===== config.mk =====
export PLATFORM = sky130hd
export DESIGN_NAME = idea_ks_gen
export DESIGN_NICKNAME = d
export VERILOG_FILES = /design/src/rtl/idea_ks_pkg.sv /design/src/rtl/idea_ks_keyreg.sv /design/src/rtl/idea_ks_ctrl.sv /design/src/rtl/idea_ks_gen.sv
export SDC_FILE = /design/constraint.sdc
export NUM_CORES = 1
export LEC_CHECK = 0
export BUFFER_PORTS_ARGS = -buffer_cell sky130_fd_sc_hd__buf_2
export CAP_MARGIN = 5
export CORE_ASPECT_RATIO = 0.8
export CORE_MARGIN = 8
export CORE_UTILIZATION = 45
export DETAILED_ROUTE_END_ITERATION = 12
export PLACE_DENSITY = 0.74
export SKIP_CTS_REPAIR_TIMING = 1
export SKIP_LAST_GASP = 1
export SLEW_MARGIN = 15
export SYNTH_ARGS = -nofsm -noshare
export SYNTH_HDL_FRONTEND = slang
export SYNTH_HIERARCHICAL = 1
export SYNTH_SLANG_ARGS = --single-unit

===== constraint.sdc =====
create_clock -name clk -period 2.6 [get_ports clk]
set_input_delay 0.39 -clock clk [delete_from_list [all_inputs] [get_ports clk]]
set_output_delay 0.39 -clock clk [all_outputs]
set_load 0.1 [all_outputs]

===== src/rtl/idea_ks_pkg.sv =====
package idea_ks_pkg;
  typedef enum logic {KS_IDLE = 1'b0, KS_RUN = 1'b1} ks_state_e;
endpackage


===== src/rtl/idea_ks_keyreg.sv =====
module idea_ks_keyreg #(
  parameter int KEY_W  = 128,
  parameter int WORD_W = 16,
  parameter int ROT    = 25,
  localparam int GRP   = KEY_W / WORD_W,
  localparam int POS_W = $clog2(GRP)
) (
  input  logic              clk,
  input  logic              rst,
  input  logic              load,
  input  logic [KEY_W-1:0]  key_in,
  input  logic              rot_en,
  input  logic [POS_W-1:0]  sel,
  output logic [WORD_W-1:0] word_out
);
  logic [KEY_W-1:0]  kreg;
  logic [KEY_W-1:0]  kreg_rot;
  logic [WORD_W-1:0] words [GRP];

  // whole-register left rotate as pure wiring
  assign kreg_rot = {kreg[KEY_W-1-ROT:0], kreg[KEY_W-1 -: ROT]};

  always_ff @(posedge clk) begin
    if (rst)         kreg <= '0;
    else if (load)   kreg <= key_in;
    else if (rot_en) kreg <= kreg_rot;
  end

  // word 0 is the most significant slice
  for (genvar i = 0; i < GRP; i++) begin : g_slice
    assign words[i] = kreg[KEY_W-1-i*WORD_W -: WORD_W];
  end

  assign word_out = words[sel];
endmodule


===== src/rtl/idea_ks_ctrl.sv =====
module idea_ks_ctrl
  import idea_ks_pkg::*;
#(
  parameter int NUM_SUB = 52,
  parameter int GRP     = 8,
  localparam int IDX_W  = $clog2(NUM_SUB),
  localparam int POS_W  = $clog2(GRP)
) (
  input  logic             clk,
  input  logic             rst,
  input  logic             start,
  input  logic             ready,
  output logic             valid,
  output logic [IDX_W-1:0] index,
  output logic [POS_W-1:0] pos,
  output logic             rot_en,
  output logic             done
);
  ks_state_e  state;
  logic       fire, last, grp_end;

  assign valid   = (state == KS_RUN);
  assign fire    = valid && ready;
  assign last    = (index == IDX_W'(NUM_SUB - 1));
  assign grp_end = (pos == POS_W'(GRP - 1));
  assign rot_en  = fire && grp_end && !last && !start;

  always_ff @(posedge clk) begin
    if (rst) begin
      state <= KS_IDLE;
      index <= '0;
      pos   <= '0;
      done  <= 1'b0;
    end else begin
      done <= 1'b0;
      if (start) begin
        state <= KS_RUN;
        index <= '0;
        pos   <= '0;
      end else if (fire) begin
        if (last) begin
          state <= KS_IDLE;
          done  <= 1'b1;
        end else begin
          index <= index + 1'b1;
          pos   <= grp_end ? '0 : pos + 1'b1;
        end
      end
    end
  end
endmodule


===== src/rtl/idea_ks_gen.sv =====
module idea_ks_gen #(
  parameter int KEY_W   = 128,
  parameter int WORD_W  = 16,
  parameter int ROT     = 25,
  parameter int NUM_SUB = 52
) (
  input  logic                       clk,
  input  logic                       rst,
  input  logic                       start,
  input  logic [KEY_W-1:0]           key_in,
  output logic                       out_valid,
  input  logic                       out_ready,
  output logic [$clog2(NUM_SUB)-1:0] out_index,
  output logic [WORD_W-1:0]          out_data,
  output logic                       done
);
  localparam int GRP   = KEY_W / WORD_W;
  localparam int POS_W = $clog2(GRP);

  logic [POS_W-1:0] pos;
  logic             rot_en;

  idea_ks_ctrl #(.NUM_SUB(NUM_SUB), .GRP(GRP)) ctrl_i (
    .clk(clk), .rst(rst), .start(start), .ready(out_ready),
    .valid(out_valid), .index(out_index), .pos(pos),
    .rot_en(rot_en), .done(done)
  );

  idea_ks_keyreg #(.KEY_W(KEY_W), .WORD_W(WORD_W), .ROT(ROT)) key_i (
    .clk(clk), .rst(rst), .load(start), .key_in(key_in),
    .rot_en(rot_en), .sel(pos), .word_out(out_data)
  );
endmodule


==> summary.md, run 1 <==
| Metric | Value |
|---|---|
| Hold_ws | 0.2639 ns |
| Tcrit/Tclk final | 0.9801 |
| Routed WL per cell | around 22 um |
| Layout Cells excl Fill | a little over 1,000 |
| Initial antenna violation count | 0 |
| Most common cell in the netlist | dfxtp_1 |
| HP Class | input port to flop |
| Max-slew violations | 0 |
| PwrDens | 604.8 nW/um^2 |
| Worst path bufs/invs | 2 |
| Die width | 159.4 um |
| Worst rel slew slack | 0.5929 |
| Sequential fraction of design power | 0.454 |
| Design Area, Final | slightly below 9000 um^2 |
| Vias | between 5,000 and 6,000 |
| Crit-path max FO | 27 |
| DR iter-0 viols | around 540 |
| H-tree lvl count | 4 |
| Worst path cell trace | buf_12, mux4_1, mux2_2, clkbuf_4 |
| TritonCTS clock tree | built |
| Final net count | between 900 and 1,000 |
| Largest net degree at the start of global routing | between 90 and 100 |
| Synth Warn # | 6 |
| Max-cap violation count | 0 |
| Period minus WS final | ~2.5 ns |
| Seq. cell area | roughly 2800 um^2 |
| Row cnt | between 40 and 50 |
| Routed Antenna Nets | 0 |
| TNS Setup | 0 ns |
| Post-synth top cells | dfxtp_1 (139), mux2i_1 (133), a211oi_1 (128), nor2b_1 (128), clkbuf_1 (40) |
| Clock Power Share | 0.405 |
| Syn avg cell area | about 11 um^2 |
| Initial core utilization | 0.4529 |
| CP endpoint kind | primary output |
| Seq cells post-synth | about 140 |
| Skew final | ~0.014 ns |
| GPL Wtd Cong | 0.9008 |
| Synth async-reset ratio | 0 |
| Sink Count | ~140 |
| Slew of the pin with the lowest slew margin | about 0.61 ns |
| Total grt overflow | 0 |
| Synth top area cells | dfxtp_1 (38%), mux2i_1 (18%), a211oi_1 (13%) |
| Drt via density | ~5.7 |
| F_max | between 300 and 400 MHz |
| Net switching share of the total power | 0.2710 |
| Fill cells | approximately 1,400 |
| Hold Violations, Final | 0 |
| Startpoint class of the critical path | flop |
| Die footprint | approximately 21,000 um^2 |
| Clock Latency Late Sink | between 0.4 and 0.5 ns |
| Multi-input logic area | between 4000 and 5000 um^2 |
| GRT Util Overall | 0.2208 |
| Cell area after synthesis | around 7400 um^2 |
| Crit path max-delay cell type | mux4_1 |
| Most common flop cell mapped by yosys | dfxtp_1 |
| Layout cells sized above 1 | 0.2840 |
| CP peak stage delay | between 0.5 and 0.6 ns |
| Root Driver | clkbuf_16 |
| Post-synth top area cell | dfxtp_1 |
| Unrepaired setup endpoints after global routing | false |
| Synth top area share | 0.3759 |
| Comb power frac | 0.141 |
| Int Pwr | between 3 and 4 mW |
| Post-DP Area | 8353 um^2 |
| Core area | between 15,000 and 20,000 um^2 |
| Final wirelength | 23.16 mm |
| Yosys cell types | 28 |
| Setup violators final | 0 |
| Worst path arrival time | between 2 and 2.5 ns |
| Syn Nets | approximately 800 |
| Status | finished clean |
| Sequential fraction of the synthesis area | 0.3759 |
| 1st-pass router iterations | 6 |
| Vias in the first global route | between 5,000 and 6,000 |
| Cts bufs inserted | 17 |
| Number of flops mapped to enable cells by yosys | 0 |
| Clock-pin slew on the worst setup and hold paths | ~0.060 ns |
| Critical path class | flop to primary output |
| Drt drc | 0 |
| CTS max path bufs | 2 |
| Top Ports | 156 |
| Core Util, Final | 0.5442 |
| First-pass GRT wire length | 35.10 mm |
| Switching power | between 1 and 1.5 mW |
| Post-Place Cells | approximately 1,000 |
| Static Leak | around 3.1 nW |
| Synth Instances | between 600 and 700 |
| VDD IR max | between 300 and 400 uV |
| Crit-path leading delay family | multiplexers |
| Area delta synth->final | 20.15% |
| WP data required | roughly 2.2 ns |
| Buffers on Ports | ~160 |
| Post-DP HPWL | 17.53 mm |
| N_diodes | 0 |
| DIE HEIGHT | 130.7 um |
-- kinds of logic (layout without fill, tap and decap cells) --
kind of cell / count (synthesis) / in the layout / synth area share
AO/OA/AOI/OAI: 137 / 137 / 0.1389
adder cells (fa/ha/maj): 3 / 3 / 0.005072
flip-flops: 139 / 139 / 0.3759
buffers and inverters: 70 / 202 / 0.04344
multiplexers: 181 / 181 / 0.3097
AND/OR/NAND/NOR: 155 / 155 / 0.1269
-- final cells by class --
class                   instances  area share
clock buffers                  27     0.05768
well taps                     220     0.03095
flip-flops and latches        139      0.3132
multi-input cells             476      0.4837
repair buffers                170      0.1120
inverters                       3    0.001407
clock inverters                 2    0.001125
-- worst register-to-register path, delay by kind of cell, from the launching register on --
kind            cells  cell delay (ns)
mux                 1             0.16
buf+inv             1             0.32
simple gates        2             0.59
flops               1             0.36
compound gates      2             0.63
-- per-layer routing --
metal  GRT usage  routed length (um)  up-vias
met2      0.3267                9915      244
met1      0.3075               11090     2822
met3     0.06637                1779       24
met5           0                   0        -
li1            -                   -     2810
met4     0.06198                 376        0
-- registers in the layout, summed over array words and instances, names as in the netlist --
register / cells
ctrl_i/done: 1
ctrl_i/index: 6
ctrl_i/pos: 3
ctrl_i/valid: 1
key_i/kreg: 128
-- worst paths after layout --
path	depth (start not counted)	startpoint	slack, ns	to
setup / recovery	4	ctrl_i/pos[0]	0.05	out_data[1]
hold / removal	3	key_in[23]	0.26	key_i/kreg[23]
setup reg to reg	6	ctrl_i/index[3]	0.43	key_i/kreg[122]
hold reg to reg	2	ctrl_i/index[1]	0.50	ctrl_i/index[1]
-- cell usage in the layout, fill, tap and decap left out, drive strengths merged --
cell / synthesis / routed
inv: 3 / 2
o221a: 1 / 1
nor3: 1 / 1
clkbuf: 41 / 34
mux4: 32 / 32
or3: 6 / 6
nand2b: 1 / 1
nand2: 11 / 11
a211oi: 128 / 128
and3b: 2 / 2
clkinv: 0 / 3
buf: 26 / 163
a31oi: 1 / 1
nand3: 3 / 3
mux2: 16 / 16
nor2b: 128 / 128
mux2i: 133 / 133
nor2: 1 / 1
o21ai: 3 / 3
ha: 3 / 3
or2: 1 / 1
nand4: 1 / 1
dfxtp: 139 / 139
a21oi: 4 / 4
-- per-stage QoR --
| stage | setup WS (ns) | power, mW |
|---|---|---|
| 2_1_floorplan | 0.007082 | 2.925 |
| 3_3_place_gp | 0.5295 | 3.219 |
| 3_5_place_dp | 0.4893 | 3.227 |
| 4_1_cts | 0.04656 | 5.380 |
| 5_1_grt | 0.001013 | 5.554 |
| 6_report | 0.05166 | 5.379 |
-- power by group through the flow --
stage / combinational [mW] / sequential, mW / clock [mW]
after floorplan: 0.527 / 2.40 / 0
after global placement: 0.741 / 2.48 / 0
after detailed placement: 0.750 / 2.48 / 0
after CTS: 0.756 / 2.43 / 2.19
after global routing: 0.816 / 2.45 / 2.29
final: 0.760 / 2.44 / 2.18
Power figures use the tool's default switching activity.
==> run 2: changes to the inputs <==
--- a/config.mk
+++ b/config.mk
@@ -7,11 +7,14 @@
 export LEC_CHECK = 0
 export BUFFER_PORTS_ARGS = -buffer_cell sky130_fd_sc_hd__buf_2
 export CAP_MARGIN = 5
+export CELL_PAD_IN_SITES_DETAIL_PLACEMENT = 1
+export CELL_PAD_IN_SITES_GLOBAL_PLACEMENT = 1
 export CORE_ASPECT_RATIO = 0.8
 export CORE_MARGIN = 8
-export CORE_UTILIZATION = 45
+export CORE_UTILIZATION = 43
 export DETAILED_ROUTE_END_ITERATION = 12
-export PLACE_DENSITY = 0.74
+export PLACE_DENSITY = 0.87
+export SETUP_SLACK_MARGIN = 0.3
 export SKIP_CTS_REPAIR_TIMING = 1
 export SKIP_LAST_GASP = 1
 export SLEW_MARGIN = 15
==> run 2 against run 1 <==
Compared with the run above: flip-flop and latch count stayed put; first-iteration DRC count is 13% higher; non-clock buffer count is 24 higher; critical path depth is 6 higher; power is 11% higher; clock-buffer cell count is 2 lower; combinational power is 21% higher; clock power is 18% higher; largest power group is now the clock network.
==> summary.md, run 2 (synthesis gave the netlist of run 1 again) <==
| Metric | Value |
|---|---|
| Fill cells | 1,808 (+26%) |
| Top Ports | 156 (unchanged) |
| Total grt overflow | 0 (unchanged) |
| Vias in the first global route | 6,595 (+11%) |
| Static Leak | 3.376 nW (+7.2%) |
| Drt drc | 0 (unchanged) |
| Worst rel slew slack | 0.4773 (-0.1156) |
| Hold Violations, Final | 0 (unchanged) |
| M1 WL | 13.25 mm (+19%) |
| Drt via density | 6.308 (+11%) |
| F_max | 388.3 MHz (-1.0%) |
| PwrDens | 622.0 nW/um^2 (+2.8%) |
| Hold_ws | 0.2575 ns (-0.006413 ns) |
| Die width | 162.7 um (+2.1%) |
| Worst path bufs/invs | 5 (+3) |
| Worst path arrival time | 2.84 ns (+0.68 ns) |
| Startpoint class of the critical path | flop |
| H-tree lvl count | 4 (unchanged) |
| WP data required | 2.87 ns (+0.66 ns) |
| Area delta synth->final | 29.23% |
| CTS max path bufs | 2 (unchanged) |
| Die footprint | 21,690 um^2 (+4.1%) |
| Buffers on Ports | 155 (unchanged) |
| Crit path max-delay cell type | dfxtp_4 |
| Initial antenna violation count | 0 (unchanged) |
| Post-DP HPWL | 20.04 mm (+14%) |
| Largest net degree at the start of global routing | 116 (+22%) |
| DR iter-0 viols | 617 (+13%) |
| DIE HEIGHT | 133.4 um (+2.0%) |
| VDD IR max | 404.1 uV (+7.7%) |
| CP endpoint kind | flop |
| CP Depth | 10 (+6) |
| Setup violators final | 0 (unchanged) |
| Unrepaired setup endpoints after global routing | true |
| Clock-pin slew on the worst setup and hold paths | 0.06 ns (about the same) |
| Slew of the pin with the lowest slew margin | 0.7841 ns (+0.1741 ns) |
| Cts bufs inserted | 17 (unchanged) |
| Final net count | 966 (+2.5%) |
| GPL Wtd Cong | 0.9155 (+1.6%) |
| Hold path depth | 3 (unchanged) |
| Most frequent cells in the layout | buf_2 (139), mux2i_1 (131), dfxtp_1 (130) |
| Period minus WS final | 2.575 ns (+0.02682 ns) |
| Worst path cell trace | buf_4, buf_6, buf_4, ha_1, ha_1, and3b_4, buf_12, clkbuf_16, mux2i_1, a211oi_1 |
| Skew final | 0.01389 ns (+0.0002912 ns) |
| Critical path class | flop to flop |
| GRT Util Overall | 0.2489 (+0.02814) |
| CP peak stage delay | 0.45 ns (-0.13 ns) |
| Crit-path max FO | 9 (-67%) |
| Max-cap violation count | 0 (unchanged) |
| Worst R2R Path Depth | 10 (+4) |
| TritonCTS clock tree | built |
| Row cnt | 43 (+2.4%) |
| Core Util, Final | 0.5591 (+0.01492) |
| N_diodes | 0 (unchanged) |
| Largest Register | key_i/kreg |
| Uppermost layer routed | met4 |
| Design Area, Final | 9565 um^2 (+7.6%) |
| Core area | 17,110 um^2 (+4.7%) |
| Top flop regs | key_i/kreg (128), ctrl_i/index (6), ctrl_i/pos (3) |
| Sink Count | 139 (unchanged) |
| Final wirelength | 31.85 mm (+38%) |
| Layout Cells excl Fill | 1,068 (+3.0%) |
| Max FFs per register | 128 (unchanged) |
| Vias | 6,737 (+14%) |
| Met3 WL post-DR | 2.808 mm (+58%) |
| Post-DP Area | 8357 um^2 (about the same) |
| TNS Setup | 0 ns (unchanged) |
| Layout cells sized above 1 | 0.3381 (+0.05411) |
| Max-slew violations | 0 (unchanged) |
| Met2 WL post-DR | 14.21 mm (+43%) |
| Clock Latency Late Sink | 0.43 ns (about the same) |
| Most common cell after layout, fill and taps aside | buf_2 |
| HP Class | input port to flop |
| Crit-path leading delay family | buffers and inverters |
| Initial core utilization | 0.4326 (-0.02027) |
| Tcrit/Tclk final | 0.9904 (+0.01031) |
| Routed Antenna Nets | 0 (unchanged) |
| First-pass GRT wire length | 40.96 mm (+17%) |
| 1st-pass router iterations | 4 (-2) |
| Post-Place Cells | 1,013 (+0.50%) |
| Routed WL per cell | 29.83 um (+34%) |
| Root Driver | clkbuf_16 |
| Status | finished clean |
run 2: tightest hold or removal path: cells and delay by family:
kind / cells / cell delay [ns]
AND/OR/NAND/NOR: 1 / 0.10
AO/OA/AOI/OAI: 1 / 0.05
buffers and inverters: 1 / 0.10
run 2: layer usage:
| metal | track usage | vias up |
|---|---|---|
| met5 | 0 | - |
| met4 | 0.09766 | 0 |
| met3 | 0.06599 | 110 |
| met2 | 0.3801 | 440 |
| met1 | 0.3289 | 3343 |
| li1 | - | 2844 |
run 2: cell type report:
type / count / area [um^2] / area share
Inverter: 3 / 12.51 / 0.001308
Tap cell: 225 / 281.5 / 0.02943
Clock buffer: 25 / 495.5 / 0.05180
Sequential cell: 139 / 2801 / 0.2929
Multi-Input combinational cell: 476 / 4323 / 0.4519
Timing Repair Buffer: 194 / 1541 / 0.1612
Clock inverter: 6 / 110.1 / 0.01151
run 2: power by group:
| group | internal [mW] | leakage [nW] | total [mW] | switching [mW] |
|---|---|---|---|---|
| sequential | 2.27 | 1.16 | 2.46 | 0.194 |
| combinational | 0.400 | 1.93 | 0.920 | 0.520 |
| clock | 1.61 | 0.290 | 2.57 | 0.960 |
| total | 4.28 | 3.38 | 5.95 | 1.67 |
run 2: path summary, 6_finish.rpt:
kind | startpoint | to | slack, ns
min | key_in[37] | key_i/kreg[37] | 0.26
max | ctrl_i/pos[0] | key_i/kreg[26] | 0.02
max reg2reg | ctrl_i/pos[0] | key_i/kreg[26] | 0.02
min reg2reg | ctrl_i/index[0] | ctrl_i/index[0] | 0.50
run 2: stage by stage:
| step | worst slack, ns | total power, mW |
|---|---|---|
| finish | 0.02485 | 5.950 |
| global route | 0.05521 | 6.087 |
| CTS | -0.02744 | 5.776 |
| detailed placement | 0.4419 | 3.251 |
| global placement | 0.5027 | 3.213 |
| floorplan | 0.3875 | 2.924 |
